===== config.mk =====
export PLATFORM = sky130hd
export DESIGN_NAME = rxa_addr_screen
export DESIGN_NICKNAME = d
export VERILOG_FILES = /design/src/rtl/rxa_pkg.sv /design/src/rtl/rxa_addr_compare.sv /design/src/rtl/rxa_frame_track.sv /design/src/rtl/rxa_hold_fifo.sv /design/src/rtl/rxa_addr_screen.sv
export SDC_FILE = /design/constraint.sdc
export NUM_CORES = 1
export LEC_CHECK = 0
export BUFFER_PORTS_ARGS = -buffer_cell sky130_fd_sc_hd__buf_4
export CAP_MARGIN = 20
export CELL_PAD_IN_SITES_DETAIL_PLACEMENT = 1
export CELL_PAD_IN_SITES_GLOBAL_PLACEMENT = 2
export CORE_ASPECT_RATIO = 0.8
export CORE_MARGIN = 2
export CORE_UTILIZATION = 42
export DETAILED_ROUTE_END_ITERATION = 7
export PLACE_DENSITY_LB_ADDON = 0.1
export SLEW_MARGIN = 20
export SYNTH_ARGS = -nofsm -noshare
export SYNTH_HDL_FRONTEND = slang
export SYNTH_HIERARCHICAL = 1
export SYNTH_SLANG_ARGS = --single-unit

===== constraint.sdc =====
create_clock -name clk -period 4.2 [get_ports clk]
set_clock_uncertainty 0.2 [all_clocks]
set_input_delay 0.42 -clock clk [delete_from_list [all_inputs] [get_ports clk]]
set_output_delay 0.42 -clock clk [all_outputs]
set_load 0.02 [all_outputs]

===== src/rtl/rxa_pkg.sv =====
package rxa_pkg;

  // verdict state of one parked byte
  typedef enum logic [1:0] {
    ST_DROP = 2'd0,
    ST_KEEP = 2'd1,
    ST_PEND = 2'd2
  } slot_st_e;

  // recognition flavour derived from the 3-bit mode code
  typedef enum logic [1:0] {
    MK_PLAIN  = 2'd0,
    MK_LOW8   = 2'd1,
    MK_FULL16 = 2'd2,
    MK_HIGH8  = 2'd3
  } mode_kind_e;

  function automatic mode_kind_e decode_mode(input logic [2:0] m);
    case (m)
      3'b000, 3'b010: return MK_LOW8;
      3'b001, 3'b011: return MK_FULL16;
      3'b101:         return MK_HIGH8;
      default:        return MK_PLAIN;
    endcase
  endfunction

endpackage


===== src/rtl/rxa_addr_compare.sv =====
module rxa_addr_compare
  import rxa_pkg::*;
#(
  parameter int          DW    = 8,
  parameter logic [DW-1:0] BC0 = 8'hFE,
  parameter logic [DW-1:0] BC1 = 8'hFC
) (
  input  mode_kind_e    kind,
  input  logic [DW-1:0] first_b,
  input  logic [DW-1:0] second_b,
  input  logic [DW-1:0] low_a,
  input  logic [DW-1:0] low_b,
  input  logic [DW-1:0] high_a,
  input  logic [DW-1:0] high_b,
  output logic          pass,
  output logic [1:0]    hi_code,
  output logic [1:0]    lo_code
);

  logic [1:0]    hi_raw;
  logic [1:0]    lo_raw;
  logic [DW-1:0] lo_src;

  always_comb begin
    if (first_b == high_a)                       hi_raw = 2'd1;
    else if (first_b == high_b)                  hi_raw = 2'd2;
    else if (first_b == BC0 || first_b == BC1)   hi_raw = 2'd3;
    else                                         hi_raw = 2'd0;

    lo_src = (kind == MK_LOW8) ? first_b : second_b;
    if (lo_src == low_a)      lo_raw = 2'd1;
    else if (lo_src == low_b) lo_raw = 2'd2;
    else                      lo_raw = 2'd0;

    case (kind)
      MK_LOW8: begin
        pass    = (lo_raw != 2'd0);
        hi_code = 2'd0;
        lo_code = lo_raw;
      end
      MK_FULL16: begin
        pass    = (hi_raw != 2'd0) && (lo_raw != 2'd0);
        hi_code = hi_raw;
        lo_code = lo_raw;
      end
      MK_HIGH8: begin
        hi_code = (hi_raw == 2'd3) ? 2'd0 : hi_raw;
        pass    = (hi_code != 2'd0);
        lo_code = 2'd0;
      end
      default: begin
        pass    = 1'b1;
        hi_code = 2'd0;
        lo_code = 2'd0;
      end
    endcase
  end

endmodule


===== src/rtl/rxa_frame_track.sv =====
module rxa_frame_track
  import rxa_pkg::*;
#(
  parameter int            DW  = 8,
  parameter logic [DW-1:0] BC0 = 8'hFE,
  parameter logic [DW-1:0] BC1 = 8'hFC
) (
  input  logic          clk,
  input  logic          rst_n,
  input  logic          in_valid,
  input  logic [DW-1:0] in_data,
  input  logic          in_sof,
  input  logic          in_eof,
  input  logic [2:0]    mode,
  input  logic [DW-1:0] low_a,
  input  logic [DW-1:0] low_b,
  input  logic [DW-1:0] high_a,
  input  logic [DW-1:0] high_b,
  output logic          push,
  output slot_st_e      push_st,
  output logic          res_en,
  output logic          res_keep,
  output logic          accept,
  output logic          reject,
  output logic [1:0]    match_hi,
  output logic [1:0]    match_lo
);

  logic          active_q, active_d;
  logic          decided_q, decided_d;
  logic          keep_q, keep_d;
  logic          have_q, have_d;
  logic [DW-1:0] first_q, first_d;
  mode_kind_e    kind_q, kind_d, kind_cur;
  logic          accept_d, reject_d;
  logic [1:0]    mhi_d, mlo_d;

  logic          start, live, first_seen, undecided, need2;
  logic          at_decide, short_end, abandon;
  logic          pass;
  logic [1:0]    hi_code, lo_code;
  logic [DW-1:0] cmp_first;

  assign start      = in_valid & in_sof;
  assign live       = in_valid & (in_sof | active_q);
  assign kind_cur   = start ? decode_mode(mode) : kind_q;
  assign first_seen = ~start & have_q;
  assign undecided  = start | ~decided_q;
  assign need2      = (kind_cur == MK_FULL16);
  assign at_decide  = live & undecided & (~need2 | first_seen);
  assign short_end  = live & undecided & ~at_decide & in_eof;
  assign abandon    = start & active_q & ~decided_q;
  assign cmp_first  = first_seen ? first_q : in_data;

  rxa_addr_compare #(.DW(DW), .BC0(BC0), .BC1(BC1)) u_cmp (
    .kind     (kind_cur),
    .first_b  (cmp_first),
    .second_b (in_data),
    .low_a    (low_a),
    .low_b    (low_b),
    .high_a   (high_a),
    .high_b   (high_b),
    .pass     (pass),
    .hi_code  (hi_code),
    .lo_code  (lo_code)
  );

  // queue-side controls
  always_comb begin
    if (!live || short_end)  push = 1'b0;
    else if (!undecided)     push = keep_q;
    else if (at_decide)      push = pass;
    else                     push = 1'b1;
    push_st  = (undecided & ~at_decide) ? ST_PEND : ST_KEEP;
    // parked slots at a start byte always belong to the older frame
    res_en   = abandon | (~start & (at_decide | short_end));
    res_keep = ~start & at_decide & pass;
  end

  // next state
  always_comb begin
    active_d  = live ? ~in_eof : active_q;
    decided_d = live ? (at_decide | short_end | (~start & decided_q)) : decided_q;
    keep_d    = at_decide ? pass : (short_end ? 1'b0 : keep_q);
    have_d    = live ? 1'b1 : have_q;
    first_d   = (live & ~first_seen) ? in_data : first_q;
    kind_d    = start ? kind_cur : kind_q;
    accept_d  = at_decide & pass;
    reject_d  = (at_decide & ~pass) | short_end;
    mhi_d     = match_hi;
    mlo_d     = match_lo;
    if (at_decide) begin
      mhi_d = pass ? hi_code : 2'd0;
      mlo_d = pass ? lo_code : 2'd0;
    end else if (short_end) begin
      mhi_d = 2'd0;
      mlo_d = 2'd0;
    end
  end

  always_ff @(posedge clk or negedge rst_n) begin
    if (!rst_n) begin
      active_q  <= 1'b0;
      decided_q <= 1'b0;
      keep_q    <= 1'b0;
      have_q    <= 1'b0;
      first_q   <= '0;
      kind_q    <= MK_PLAIN;
      accept    <= 1'b0;
      reject    <= 1'b0;
      match_hi  <= 2'd0;
      match_lo  <= 2'd0;
    end else begin
      active_q  <= active_d;
      decided_q <= decided_d;
      keep_q    <= keep_d;
      have_q    <= have_d;
      first_q   <= first_d;
      kind_q    <= kind_d;
      accept    <= accept_d;
      reject    <= reject_d;
      match_hi  <= mhi_d;
      match_lo  <= mlo_d;
    end
  end

endmodule


===== src/rtl/rxa_hold_fifo.sv =====
module rxa_hold_fifo
  import rxa_pkg::*;
#(
  parameter int DW    = 8,
  parameter int DEPTH = 4
) (
  input  logic          clk,
  input  logic          rst_n,
  input  logic          push,
  input  logic [DW-1:0] push_data,
  input  logic          push_sof,
  input  logic          push_eof,
  input  slot_st_e      push_st,
  input  logic          res_en,
  input  logic          res_keep,
  output logic          pop,
  output logic          full,
  output logic          out_valid,
  output logic [DW-1:0] out_data,
  output logic          out_sof,
  output logic          out_eof
);

  localparam int PW = (DEPTH > 1) ? $clog2(DEPTH) : 1;
  localparam int CW = $clog2(DEPTH + 1);

  logic [PW-1:0] rd_q, rd_d, wr_q, wr_d;
  logic [CW-1:0] cnt_q, cnt_d;
  logic          wr_en;
  logic          emit;

  logic [DW-1:0] dat_q [DEPTH];
  logic          sof_q [DEPTH];
  logic          eof_q [DEPTH];
  slot_st_e      st_q  [DEPTH];
  slot_st_e      st_d  [DEPTH];

  function automatic logic [PW-1:0] bump(input logic [PW-1:0] p);
    return (p == PW'(DEPTH - 1)) ? '0 : p + 1'b1;
  endfunction

  assign full  = (cnt_q == CW'(DEPTH));
  assign pop   = (cnt_q != '0) && (st_q[rd_q] != ST_PEND);
  assign emit  = pop && (st_q[rd_q] == ST_KEEP);
  assign wr_en = push && (!full || pop);

  always_comb begin
    rd_d  = pop   ? bump(rd_q) : rd_q;
    wr_d  = wr_en ? bump(wr_q) : wr_q;
    cnt_d = cnt_q + CW'(wr_en) - CW'(pop);
  end

  for (genvar i = 0; i < DEPTH; i++) begin : g_slot
    always_comb begin
      st_d[i] = st_q[i];
      if (res_en && st_q[i] == ST_PEND) st_d[i] = res_keep ? ST_KEEP : ST_DROP;
      if (wr_en && wr_q == PW'(i))      st_d[i] = push_st;
    end

    always_ff @(posedge clk or negedge rst_n) begin
      if (!rst_n) st_q[i] <= ST_DROP;
      else        st_q[i] <= st_d[i];
    end

    always_ff @(posedge clk) begin
      if (wr_en && wr_q == PW'(i)) begin
        dat_q[i] <= push_data;
        sof_q[i] <= push_sof;
        eof_q[i] <= push_eof;
      end
    end
  end

  always_ff @(posedge clk or negedge rst_n) begin
    if (!rst_n) begin
      rd_q      <= '0;
      wr_q      <= '0;
      cnt_q     <= '0;
      out_valid <= 1'b0;
      out_data  <= '0;
      out_sof   <= 1'b0;
      out_eof   <= 1'b0;
    end else begin
      rd_q      <= rd_d;
      wr_q      <= wr_d;
      cnt_q     <= cnt_d;
      out_valid <= emit;
      if (emit) begin
        out_data <= dat_q[rd_q];
        out_sof  <= sof_q[rd_q];
        out_eof  <= eof_q[rd_q];
      end
    end
  end

endmodule


===== src/rtl/rxa_addr_screen.sv =====
module rxa_addr_screen
  import rxa_pkg::*;
#(
  parameter int            DW    = 8,
  parameter int            DEPTH = 4,
  parameter logic [DW-1:0] BC0   = 8'hFE,
  parameter logic [DW-1:0] BC1   = 8'hFC
) (
  input  logic          clk,
  input  logic          rst_n,
  input  logic          in_valid,
  input  logic [DW-1:0] in_data,
  input  logic          in_sof,
  input  logic          in_eof,
  input  logic [2:0]    mode,
  input  logic [DW-1:0] rx_low_a,
  input  logic [DW-1:0] rx_low_b,
  input  logic [DW-1:0] rx_high_a,
  input  logic [DW-1:0] rx_high_b,
  output logic          out_valid,
  output logic [DW-1:0] out_data,
  output logic          out_sof,
  output logic          out_eof,
  output logic          frame_accept,
  output logic          frame_reject,
  output logic [1:0]    match_high,
  output logic [1:0]    match_low
);

  logic [1:0] rst_sync_q;
  logic       rst_sync_n;
  logic       q_push, q_pop, q_full, q_res_en, q_res_keep;
  slot_st_e   q_push_st;

  always_ff @(posedge clk or negedge rst_n) begin
    if (!rst_n) rst_sync_q <= 2'b00;
    else        rst_sync_q <= {rst_sync_q[0], 1'b1};
  end
  assign rst_sync_n = rst_sync_q[1];

  rxa_frame_track #(.DW(DW), .BC0(BC0), .BC1(BC1)) u_trk (
    .clk      (clk),
    .rst_n    (rst_sync_n),
    .in_valid (in_valid),
    .in_data  (in_data),
    .in_sof   (in_sof),
    .in_eof   (in_eof),
    .mode     (mode),
    .low_a    (rx_low_a),
    .low_b    (rx_low_b),
    .high_a   (rx_high_a),
    .high_b   (rx_high_b),
    .push     (q_push),
    .push_st  (q_push_st),
    .res_en   (q_res_en),
    .res_keep (q_res_keep),
    .accept   (frame_accept),
    .reject   (frame_reject),
    .match_hi (match_high),
    .match_lo (match_low)
  );

  rxa_hold_fifo #(.DW(DW), .DEPTH(DEPTH)) u_hold (
    .clk       (clk),
    .rst_n     (rst_sync_n),
    .push      (q_push),
    .push_data (in_data),
    .push_sof  (in_sof),
    .push_eof  (in_eof),
    .push_st   (q_push_st),
    .res_en    (q_res_en),
    .res_keep  (q_res_keep),
    .pop       (q_pop),
    .full      (q_full),
    .out_valid (out_valid),
    .out_data  (out_data),
    .out_sof   (out_sof),
    .out_eof   (out_eof)
  );

endmodule


## Word level (Yosys, flattened, before mapping)

Memory sizes are Yosys's and may differ from the RTL's. A register that Yosys moved wholly into a read port is not among the register bits.
Cells that the tools add are included.

| cells by class | value |
|---|---|
| reductions and logical operators | 43 |
| equality and inequality tests | 25 |
| add/sub/neg operators | 4 |
| mux-type cells | 73 |
| bitwise gates (word level) | 32 |
| order comparisons | 1 |

Operators by type and width:

| kind | count |
|---|---|
| 2-bit two-way mux | 35 |
| 8-bit two-way mux | 5 |
| 8-bit equality test | 4 |
| 1-bit two-way mux | 29 |
| 8-bit OR reduction | 3 |
| 2-bit equality test (second input constant) | 10 |
| 1-bit AND | 17 |
| 8-bit equality test (second input constant) | 2 |
| 2-bit nonzero test | 8 |
| 1-bit logical AND | 12 |
| 1-bit inverter | 7 |
| 1-bit OR | 7 |
| 2-bit by 1-bit equality test with 1-bit output (second input constant) | 3 |
| 3-bit by 2-bit equality test with 1-bit output (second input constant) | 2 |
| 3-bit equality test (second input constant) | 2 |
| 2-bit one-hot mux with 3 select lines | 1 |
| 1-bit OR reduction | 6 |
| 2-bit OR reduction | 3 |
| 1-bit logical NOT | 5 |
| 2-bit by 1-bit adder with 2-bit output (second input constant) | 2 |
| 2-bit binary-select mux with 2-bit select | 1 |
| 2-bit one-hot mux with 2 select lines | 1 |
| 3-bit by 1-bit adder with 3-bit output | 1 |
| 3-bit by 1-bit equality test with 1-bit output (second input constant) | 1 |
| other kinds (9) | 11 |

| word-level totals | value |
|---|---|
| RAM bits | 40 |
| bits of input ports | 48 |
| output and inout bits | 17 |
| logic and storage cells | 200 |
| flip-flop bits (word level) | 38 |
| memories | 3 |

Memories:

| memory | words | bits a word | read ports | clocked after memory_dff | write ports | line | source |
|---|---|---|---|---|---|---|---|
| u_hold.dat_q | 4 | 8 | 1 | 1 | 1 | rxa_hold_fifo.sv:32 | `logic [DW-1:0] dat_q [DEPTH];` |
| u_hold.eof_q | 4 | 1 | 1 | 1 | 1 | rxa_hold_fifo.sv:34 | `logic eof_q [DEPTH];` |
| u_hold.sof_q | 4 | 1 | 1 | 1 | 1 | rxa_hold_fifo.sv:33 | `logic sof_q [DEPTH];` |

## Logic depth before layout (Yosys ltp)

Gate-level depths: netlist of run 1.

| logic depth | value |
|---|---|
| depth in word-level cells | 24 |
| gate-level depth with buffers | 26 |
| gate-level depth less buffers | 24 |

## Modules after synthesis

The synthesis of run 1 kept the hierarchy.

Modules (own cells, without submodules):

| module | area an instance (um^2) | sequential area each (um^2) | times used | cells an instance |
|---|---|---|---|---|
| rxa_hold_fifo | 2695.1 | 1851.8 | 1 | 147 |
| rxa_frame_track | 1064.8 | 500.5 | 1 | 104 |
| rxa_addr_compare | 649.4 | 0.0 | 1 | 79 |
| rxa_addr_screen | 53.8 | 50.0 | 1 | 3 |

## Worst setup path before layout of run 1

OpenSTA, ideal clock, no wires.

| timing path | value |
|---|---|
| path type | input -> register |
| start point | input port in_valid |
| end point | register u_hold.cnt_q[2] |
| buffers on the path | 2 |
| required time | 3877 ps |
| data arrival time | 4382 ps |
| setup time | 123 ps |
| setup slack | -504 ps |
| stages on the path | 26 |
| path through | buf_6 nand2_8 and2_4 buf_6 nand2_1 nand2_1 xor2_1 nor4_1 nand2_1 a21oi_1 inv_1 ha_1 inv_1 a21oi_1 a21oi_1 a211o_1 inv_1 o211a_1 nor4b_2 nand2b_4 ha_1 inv_1 ha_1 fa_1 xor2_1 xnor2_1 |

| between the ends | value |
|---|---|
| cells in the longest elaborated chain, start to end | 19 |
| elaborated cells on any way between the ends | 45 |
| classes of those cells | add/sub: 2; eq/ne: 10; mux: 13; bitwise: 12; reduce/logical: 8 |

Ends and longest elaborated chain:

| item | line | source |
|---|---|---|
| start, declared | rxa_addr_screen.sv:11 | `input logic in_valid,` |
| 1-bit AND * | rxa_frame_track.sv:44 | `assign start = in_valid & in_sof;` |
| 1-bit inverter * | rxa_frame_track.sv:47 | `assign first_seen = ~start & have_q;` |
| 1-bit AND * | rxa_frame_track.sv:47 |  |
| 8-bit two-way mux * | rxa_frame_track.sv:53 | `assign cmp_first = first_seen ? first_q : in_data;` |
| net u_trk.cmp_first[5] | rxa_frame_track.sv:42 | `logic [DW-1:0] cmp_first;` |
| 8-bit equality test | rxa_addr_compare.sv:27 | `else if (first_b == BC0 \|\| first_b == BC1) hi_raw = 2'd3;` |
| 1-bit logical OR | rxa_addr_compare.sv:27 |  |
| 2-bit two-way mux | rxa_addr_compare.sv:27 |  |
| [... 6 more ...] | -- |  |
| net u_trk.pass | rxa_frame_track.sv:40 | `logic pass;` |
| 1-bit two-way mux * | rxa_frame_track.sv:72 | `else if (at_decide) push = pass;` |
| 1-bit two-way mux * | rxa_frame_track.sv:71 | `else if (!undecided) push = keep_q;` |
| 1-bit two-way mux * | rxa_frame_track.sv:70 | `if (!live \|\| short_end) push = 1'b0;` |
| net q_push | rxa_addr_screen.sv:32 | `logic q_push, q_pop, q_full, q_res_en, q_res_keep;` |
| 1-bit logical AND * | rxa_hold_fifo.sv:45 | `assign wr_en = push && (!full \|\| pop);` |
| 3-bit by 1-bit adder with 3-bit output * | rxa_hold_fifo.sv:50 | `cnt_d = cnt_q + CW'(wr_en) - CW'(pop);` |
| 3-bit by 1-bit subtractor with 3-bit output * | rxa_hold_fifo.sv:50 |  |
| net u_hold.cnt_d[2] | rxa_hold_fifo.sv:28 | `logic [CW-1:0] cnt_q, cnt_d;` |
| end signal, assigned | rxa_hold_fifo.sv:86 | `cnt_q <= cnt_d;` |
| end, declared | rxa_hold_fifo.sv:28 |  |

The timed path passes the listed nets; every way through them passes the cells marked *.
A chain may end at the register's enable or synchronous reset.

## Worst setup path after layout of run 1

| timing path | value |
|---|---|
| start point | register u_trk.kind_q[1] |
| end point | register u_hold.cnt_q[2] |

| between the ends | value |
|---|---|
| cells in the longest elaborated chain, start to end | 15 |
| elaborated cells on any way between the ends | 25 |
| classes of those cells | add/sub: 2; eq/ne: 5; mux: 8; bitwise: 6; reduce/logical: 4 |

Ends and longest elaborated chain:

| item | line | source |
|---|---|---|
| start, declared | rxa_frame_track.sv:34 | `mode_kind_e kind_q, kind_d, kind_cur;` |
| start signal, assigned | rxa_frame_track.sv:119 | `kind_q <= kind_d;` |
| 2-bit two-way mux * | rxa_frame_track.sv:46 | `assign kind_cur = start ? decode_mode(mode) : kind_q;` |
| net u_trk.kind_cur[1] | rxa_frame_track.sv:34 |  |
| 2-bit by 1-bit equality test with 1-bit output | rxa_addr_compare.sv:30, rxa_addr_compare.sv:35 |  |
| 8-bit two-way mux | rxa_addr_compare.sv:30 | `lo_src = (kind == MK_LOW8) ? first_b : second_b;` |
| 8-bit equality test | rxa_addr_compare.sv:32 | `else if (lo_src == low_b) lo_raw = 2'd2;` |
| 2-bit two-way mux | rxa_addr_compare.sv:32 |  |
| 2-bit two-way mux | rxa_addr_compare.sv:31 | `if (lo_src == low_a) lo_raw = 2'd1;` |
| 2-bit nonzero test | rxa_addr_compare.sv:37, rxa_addr_compare.sv:42 |  |
| [... 2 more ...] | -- |  |
| net u_trk.pass | rxa_frame_track.sv:40 |  |
| 1-bit two-way mux * | rxa_frame_track.sv:72 |  |
| 1-bit two-way mux * | rxa_frame_track.sv:71 |  |
| 1-bit two-way mux * | rxa_frame_track.sv:70 |  |
| net q_push | rxa_addr_screen.sv:32 |  |
| 1-bit logical AND * | rxa_hold_fifo.sv:45 |  |
| 3-bit by 1-bit adder with 3-bit output * | rxa_hold_fifo.sv:50 |  |
| 3-bit by 1-bit subtractor with 3-bit output * | rxa_hold_fifo.sv:50 |  |
| net u_hold.cnt_d[2] | rxa_hold_fifo.sv:28 |  |

Marks and branches as above.

==> qor.csv, run 1 <==
metric;value;unit
outcome;finished, violations left;
violations;negative setup slack;
syn_area_per_cell;13.4;sq um
cts.path.max_buffers;2;
p_clk_share;23.9;%
cp_slowest_cell;dfrtp_1;
vias;3075;
die_y;96.2;um
tritoncts.num_buffers;9;
slew_viol_final;0;
finalSetupViolations;1;
cpLargestDelayFamily;adder cells;
rsz0062_at_grt;true;
h-tree-depth;3;
setup.worst_path.end_class;flip-flop;
die_area;11500;sq um
pwr-share-seq;37.7;%
cap_violations;0;
p_int;2220;uW
hp-class;in -> reg;
rows;33;
p_comb_share;38.4;%
fmax;237;MHz
grtUsageTotal;20.9;%
p_sw_share;33.7;%
firstDrtPassIters;4;
grt_pass1_wl;17.9;mm
crit_buf_inv;6;
synthArstFlopShare;54.5;%
synth_ff_type;dfrtp_1;
antenna_cells;0;
synth_warnings;6;
critPathKind;reg -> reg;
nets;522;
crit_arrival;4.26;ns
portBuffers;64;
synthAdderAreaFrac;4.37;%
timing.final.crit_share;101;%
synth.area.mux_share;16.1;%
clk_latency;0.34;ns
cts_tree;built;
holdWs;0.124;ns
period_needed;4.23;ns
path_cells;nand2_1, o21ai_1, inv_1, ha_4, buf_12, buf_8, mux2i_4, xnor2_1, nor4_2, nand2_1, a21oi_2, a211o_1, inv_1, o211a_1, nor4b_4, buf_4, nand2b_4, ha_4, inv_2, ha_4, fa_2, xor2_1, xnor2_1;
synth_top_family_by_area;multiplexers;
required;4.23;ns
synthCells;333;
hold_viol;0;
wirelength;11.5;mm
start_util;43.4;%
clock-sinks;88;
drc;0;
synth-simple-area-share;9.50;%
drt-initial-drc-count;118;
path_clk_slew;0.07;ns
drive_above_1_share;48.5;%
grt_pass1_vias;3348;
synth_compound_area_share;6.45;%
leakage;0.00254;uW
cp-start-kind;flip-flop;
fp.dieW;119;um
critical_path.max_fanout;6;
ys_types;51;
critPathMaxStageDelay;0.39;ns
yosysSeqAreaShare;53.8;%
grt_overflow_total;0;
coreArea;10300;sq um
synth_seq_cells;88;
grt_max_degree;47;
synth-xor-area-share;6.67;%
crit_top_cell;ha_4;
gp_congestion;0.844;
post-dp-hpwl;8.51;mm
area_growth_syn_to_layout;35.5;%
synth_edf_count;40;
antenna_left;0;
wl_per_cell;19.1;um
grt_antenna_before_repair;0;
io_pins;65;
instances_no_fill;604;
syn-num-nets;396;
powerDensity;553;nW/um^2
power.switching;1130;uW
synth_area;4460;sq um
dp.cells;578;
ir_drop;0.000299;V
ctsRootBufferMaster;clkbuf_16;
slew_headroom;38.7;%
fin_ws;-0.0283;ns
tightest_slew;0.914;ns
via_per_inst;5.09;
-- placed cells by master, fill, tap and decap left out, drive strengths merged, types with 2 or more instances in the layout --
master,instances
nand2b,3
mux2,22
o21ai,9
edfxtp,40
nor3b,2
nor2,11
clkbuf,9
xnor2,25
ha,14
dfrtp,48
nor3,4
nor4,7
xor2,9
nor2b,2
buf,121
nand4,3
a22o,6
mux4,12
o21a,2
mux2i,16
o211ai,2
and2,4
o211a,2
a21oi,9
inv,23
or2,2
nand2,40
a31oi,5
-- worst paths after layout --
check	from	endpoint	slack, ns	depth (start not counted)
max	u_trk/kind_q[1]$_DFFE_PN0P_	u_hold/cnt_q[2]$_DFF_PN0_	-0.03	23
min	in_data[0]	u_hold/dat_q[1][0]$_DFFE_PP_	0.12	1
max reg2reg	u_trk/kind_q[1]$_DFFE_PN0P_	u_hold/cnt_q[2]$_DFF_PN0_	-0.03	23
min reg2reg	rst_sync_q[1]$_DFF_PN0_	u_hold/out_data[2]$_DFFE_PN0P_	0.17	0
max in group asynchronous	rst_sync_q[1]$_DFF_PN0_	u_trk/have_q$_DFFE_PN0P_	3.17	0
min in group asynchronous	rst_sync_q[1]$_DFF_PN0_	u_hold/out_data[2]$_DFFE_PN0P_	0.17	0
-- cell families (layout without fill, tap and decap cells) --
logic type               Yosys count  count (layout)
flip-flops                        88              88
other                              1               1
buffers and inverters             25             155
AND/OR/NAND/NOR                   81              82
adder cells (fa/ha/maj)           15              15
XOR/XNOR                          34              34
AO/OA/AOI/OAI                     39              39
multiplexers                      50              50
-- Yosys cell counts (2+ instances only) --
master / instances / area share, %
o211ai_1: 2 / 0.34
xnor2_1: 25 / 4.9
o21ai_0: 8 / 0.90
ha_1: 14 / 3.9
nor2_1: 11 / 0.93
a31oi_1: 4 / 0.56
nor4_1: 7 / 0.98
mux2i_2: 6 / 1.9
mux4_1: 3 / 1.8
inv_1: 17 / 1.4
o21a_1: 2 / 0.34
xor2_1: 9 / 1.8
nand2b_1: 2 / 0.28
and2_1: 2 / 0.28
a22o_1: 6 / 1.2
nor2b_1: 2 / 0.28
nor3b_1: 2 / 0.34
nand4_1: 3 / 0.42
buf_6: 5 / 1.3
edfxtp_1: 40 / 27
dfrtp_1: 48 / 27
mux4_2: 9 / 4.5
mux2_4: 2 / 0.67
a21oi_1: 9 / 1.0
nor3_1: 3 / 0.34
mux2i_1: 10 / 2.2
mux2_2: 20 / 5.0
nand2_1: 39 / 3.3
-- layer usage --
| metal | global-route usage, % | share of wire, % | vias to the layer above |
|---|---|---|---|
| li1 | - | - | 1448 |
| met5 | 0 | 0 | - |
| met1 | 27.8 | 47 | 1573 |
| met4 | 4.46 | 0.69 | 0 |
| met3 | 4.74 | 2.9 | 8 |
| met2 | 35.6 | 49 | 46 |
-- power by group through the flow --
stage	Combinational, uW	Clock (uW)	Sequential, uW
5_1_grt	1410	845	1290
3_3_place_gp	1190	0	1260
2_1_floorplan	819	0	1290
3_5_place_dp	1250	0	1280
6_report	1280	798	1260
4_1_cts	1280	811	1270
-- area by class of cell --
type,instances,area [sq um]
timing repair buffer,122,938
tap,140,175
fill,1005,4230
clock inverter,7,68.8
multi-input combinational,221,2170
inverter,17,63.8
clock buffer,9,225
sequential,88,2410
-- what timing repair did --
item                                    in CTS  in global routing
hold buffers                                 1                  0
buffers inserted                             1                  7
pin swaps                                    8                  8
endpoints found under the hold margin        2                  0
gates cloned                                 1                  0
endpoints found under the setup margin       2                 22
resized for setup                           19                 19
-- registers in the layout, summed over array words and instances (netlist names) --
name,cells
u_hold/rd_q,2
u_trk/match_lo,2
u_trk/keep_q,1
u_hold/out_eof,1
u_hold/sof_q,4
u_trk/kind_q,2
u_hold/dat_q,32
u_trk/reject,1
u_hold/st_q,8
u_trk/active_q,1
u_hold/out_data,8
u_hold/out_sof,1
rst_sync_q,2
u_hold/wr_q,2
u_trk/decided_q,1
u_trk/match_hi,2
u_trk/first_q,8
u_hold/cnt_q,3
u_hold/out_valid,1
u_trk/accept,1
u_trk/have_q,1
u_hold/eof_q,4
-- metrics by stage --
| stage | instance area, sq um | power, uW | setup slack [ns] | TNS [ns] | util [%] |
|---|---|---|---|---|---|
| global placement | 5500 | 2460 | -0.434 | -0.743 | 53.5 |
| finish | 6050 | 3340 | -0.0283 | -0.0283 | 58.8 |
| floorplan | 4550 | 2100 | -0.128 | -0.128 | - |
| global route | 6050 | 3540 | -0.239 | -0.301 | 58.8 |
| CTS | 5910 | 3350 | -0.0944 | -0.0944 | 57.5 |
| detailed placement | 5500 | 2530 | -0.534 | -2.05 | 53.5 |
Power figures use the tool's default switching activity.
==> inputs of run 2 (changes only) <==
--- a/config.mk
+++ b/config.mk
@@ -14,6 +14,7 @@
 export CORE_UTILIZATION = 42
 export DETAILED_ROUTE_END_ITERATION = 7
 export PLACE_DENSITY_LB_ADDON = 0.1
+export SKIP_CTS_REPAIR_TIMING = 1
 export SLEW_MARGIN = 20
 export SYNTH_ARGS = -nofsm -noshare
 export SYNTH_HDL_FRONTEND = slang
==> run 2 against run 1 <==
The flow still finishes with violations (negative setup slack). Count of clock-buffer cells in the layout is the same. Worst setup slack got worse by 0.17 ns. Register-to-register slack got worse by 0.13 ns. Via count is 0.81% lower. Critical path depth increased by 2. Die area is the same. Power is essentially flat. Design area is 0.83% lower. Combinational power hardly changed. Wire length is 0.61% lower. Final cell count is 0.83% lower. Non-clock buffer count is 5 lower. Critical path type is now in -> reg. Critical endpoint unchanged. Largest cell class unchanged. Largest power group unchanged. Highest routed layer unchanged.
==> qor.csv, run 2 (same netlist as run 1, synthesis figures left out) <==
metric;value;unit
regMostFlops;u_hold/dat_q;
clock-sinks;88;
critPathKind;in -> reg;
h-tree-depth;3;
outcome;finished, violations left;
drive_above_1_share;47.5;%
holdPathEnd;u_hold/dat_q[1][0]$_DFFE_PP_;
critical_path.max_fanout;9;
fmax;227;MHz
post-place-ws;-0.534;ns
hp-start;in_data[0];
crit_arrival;4.42;ns
period_needed;4.40;ns
layout_common_cells;113 x buf_4, 46 x dfrtp_1, 40 x edfxtp_1;
grt_antenna_before_repair;0;
fin_ws;-0.196;ns
wirelength;11.4;mm
die_y;96.2;um
finalPower;3340;uW
slew_viol_final;0;
drc;0;
r2r_cells;25;
portBuffers;64;
ff2ff_setup_slack;-0.16;ns
rsz0062_at_grt;true;
cp-start-kind;primary input;
antenna_cells;0;
drt-initial-drc-count;146;
p_int;2220;uW
p_clk_share;23.8;%
cts_tree;built;
hp-class;in -> reg;
required;4.23;ns
dp.cells;578;
vias;3050;
violations;negative setup slack;
power.switching;1130;uW
ir_drop;0.000298;V
grtUsageTotal;20.5;%
post-dp-hpwl;8.51;mm
leakage;0.00251;uW
slew_headroom;39.2;%
dpl-instance-area;5500;sq um
firstDrtPassIters;4;
wl_per_cell;19.1;um
gp_congestion;0.844;
cp_slowest_cell;fa_2;
p_comb_share;38.3;%
timing.final.crit_share;105;%
hold_viol;0;
path_clk_slew;0.07;ns
tightest_slew;0.907;ns
mostFrequentLayoutCell;buf_4;
p_sw_share;33.7;%
coreArea;10300;sq um
die_area;11500;sq um
grt_max_degree;47;
io_pins;65;
cts.path.max_buffers;2;
final_area;6000;sq um
critPathMaxStageDelay;0.37;ns
grt_pass1_vias;3312;
holdWs;0.127;ns
grt_overflow_total;0;
powerDensity;557;nW/um^2
instances_no_fill;599;
area_growth_syn_to_layout;34.4;%
grt_pass1_wl;17.5;mm
ctsRootBufferMaster;clkbuf_16;
rr_startpoint;u_trk/have_q$_DFFE_PN0P_;
setup.worst_path.end_class;flip-flop;
clk_latency;0.34;ns
worstReg2RegEnd;u_hold/cnt_q[2]$_DFF_PN0_;
hold-path-cell-count;1;
pwr-share-seq;37.9;%
start_util;43.4;%
finalSetupViolations;2;
rows;33;
cap_violations;0;
crit_top_cell;buf_4;
largest_register_ffs;32;
antenna_left;0;
fp.dieW;119;um
via_per_inst;5.09;
nets;517;
tritoncts.num_buffers;9;
run 2: layout make-up:
class,instances,area [sq um]
Sequential cell,88,2410
Multi-Input combinational cell,221,2160
Clock buffer,9,225
Clock inverter,7,68.8
Fill cell,1013,4280
Timing Repair Buffer,117,901
Tap cell,140,175
Inverter,17,63.8
run 2: worst max-delay path by stage:
| stage | start | end | cells past startpoint |
|---|---|---|---|
| 6_report | in_sof | u_hold/cnt_q[2]$_DFF_PN0_ | 25 |
| 5_1_grt | u_trk/have_q$_DFFE_PN0P_ | u_hold/cnt_q[2]$_DFF_PN0_ | 24 |
| 4_1_cts | u_trk/have_q$_DFFE_PN0P_ | u_hold/cnt_q[2]$_DFF_PN0_ | 25 |
| 3_5_place_dp | mode[2] | u_hold/cnt_q[2]$_DFF_PN0_ | 26 |
| 3_3_place_gp | in_sof | u_hold/cnt_q[2]$_DFF_PN0_ | 27 |
| 2_1_floorplan | in_sof | u_hold/cnt_q[2]$_DFF_PN0_ | 26 |
run 2: power groups by stage:
stage	sequential [uW]	combinational [uW]	clock [uW]
after global placement	1260	1190	0
final	1260	1280	795
after global routing	1290	1400	844
after floorplan	1290	819	0
after CTS	1270	1250	811
after detailed placement	1280	1250	0
run 2: per-layer routing:
layer	GRT usage [%]	vias to the layer above	wire, um	part of all wire [%]
li1	-	1438	-	-
met1	26.8	1563	5400	47
met2	35.2	41	5620	49
met3	4.74	8	344	3.0
met4	4.46	0	80	0.70
met5	0	-	0	0
run 2: worst max-delay path: cells and delay by family:
kind	cells	cell delay, ns
AOI/OAI and AO/OA	4	0.50
xor gates and xnor gates	3	0.40
adders and majority gates	4	0.96
buffers and inverters	7	0.86
muxes	1	0.15
and+or+nand+nor	6	1.12
run 2: per-stage QoR:
step	setup TNS (ns)	utilization, %
floorplan	-0.128	-
global placement	-0.743	53.5
detailed placement	-2.05	53.5
CTS	-0.414	56.3
global route	-0.670	58.4
finish	-0.198	58.4
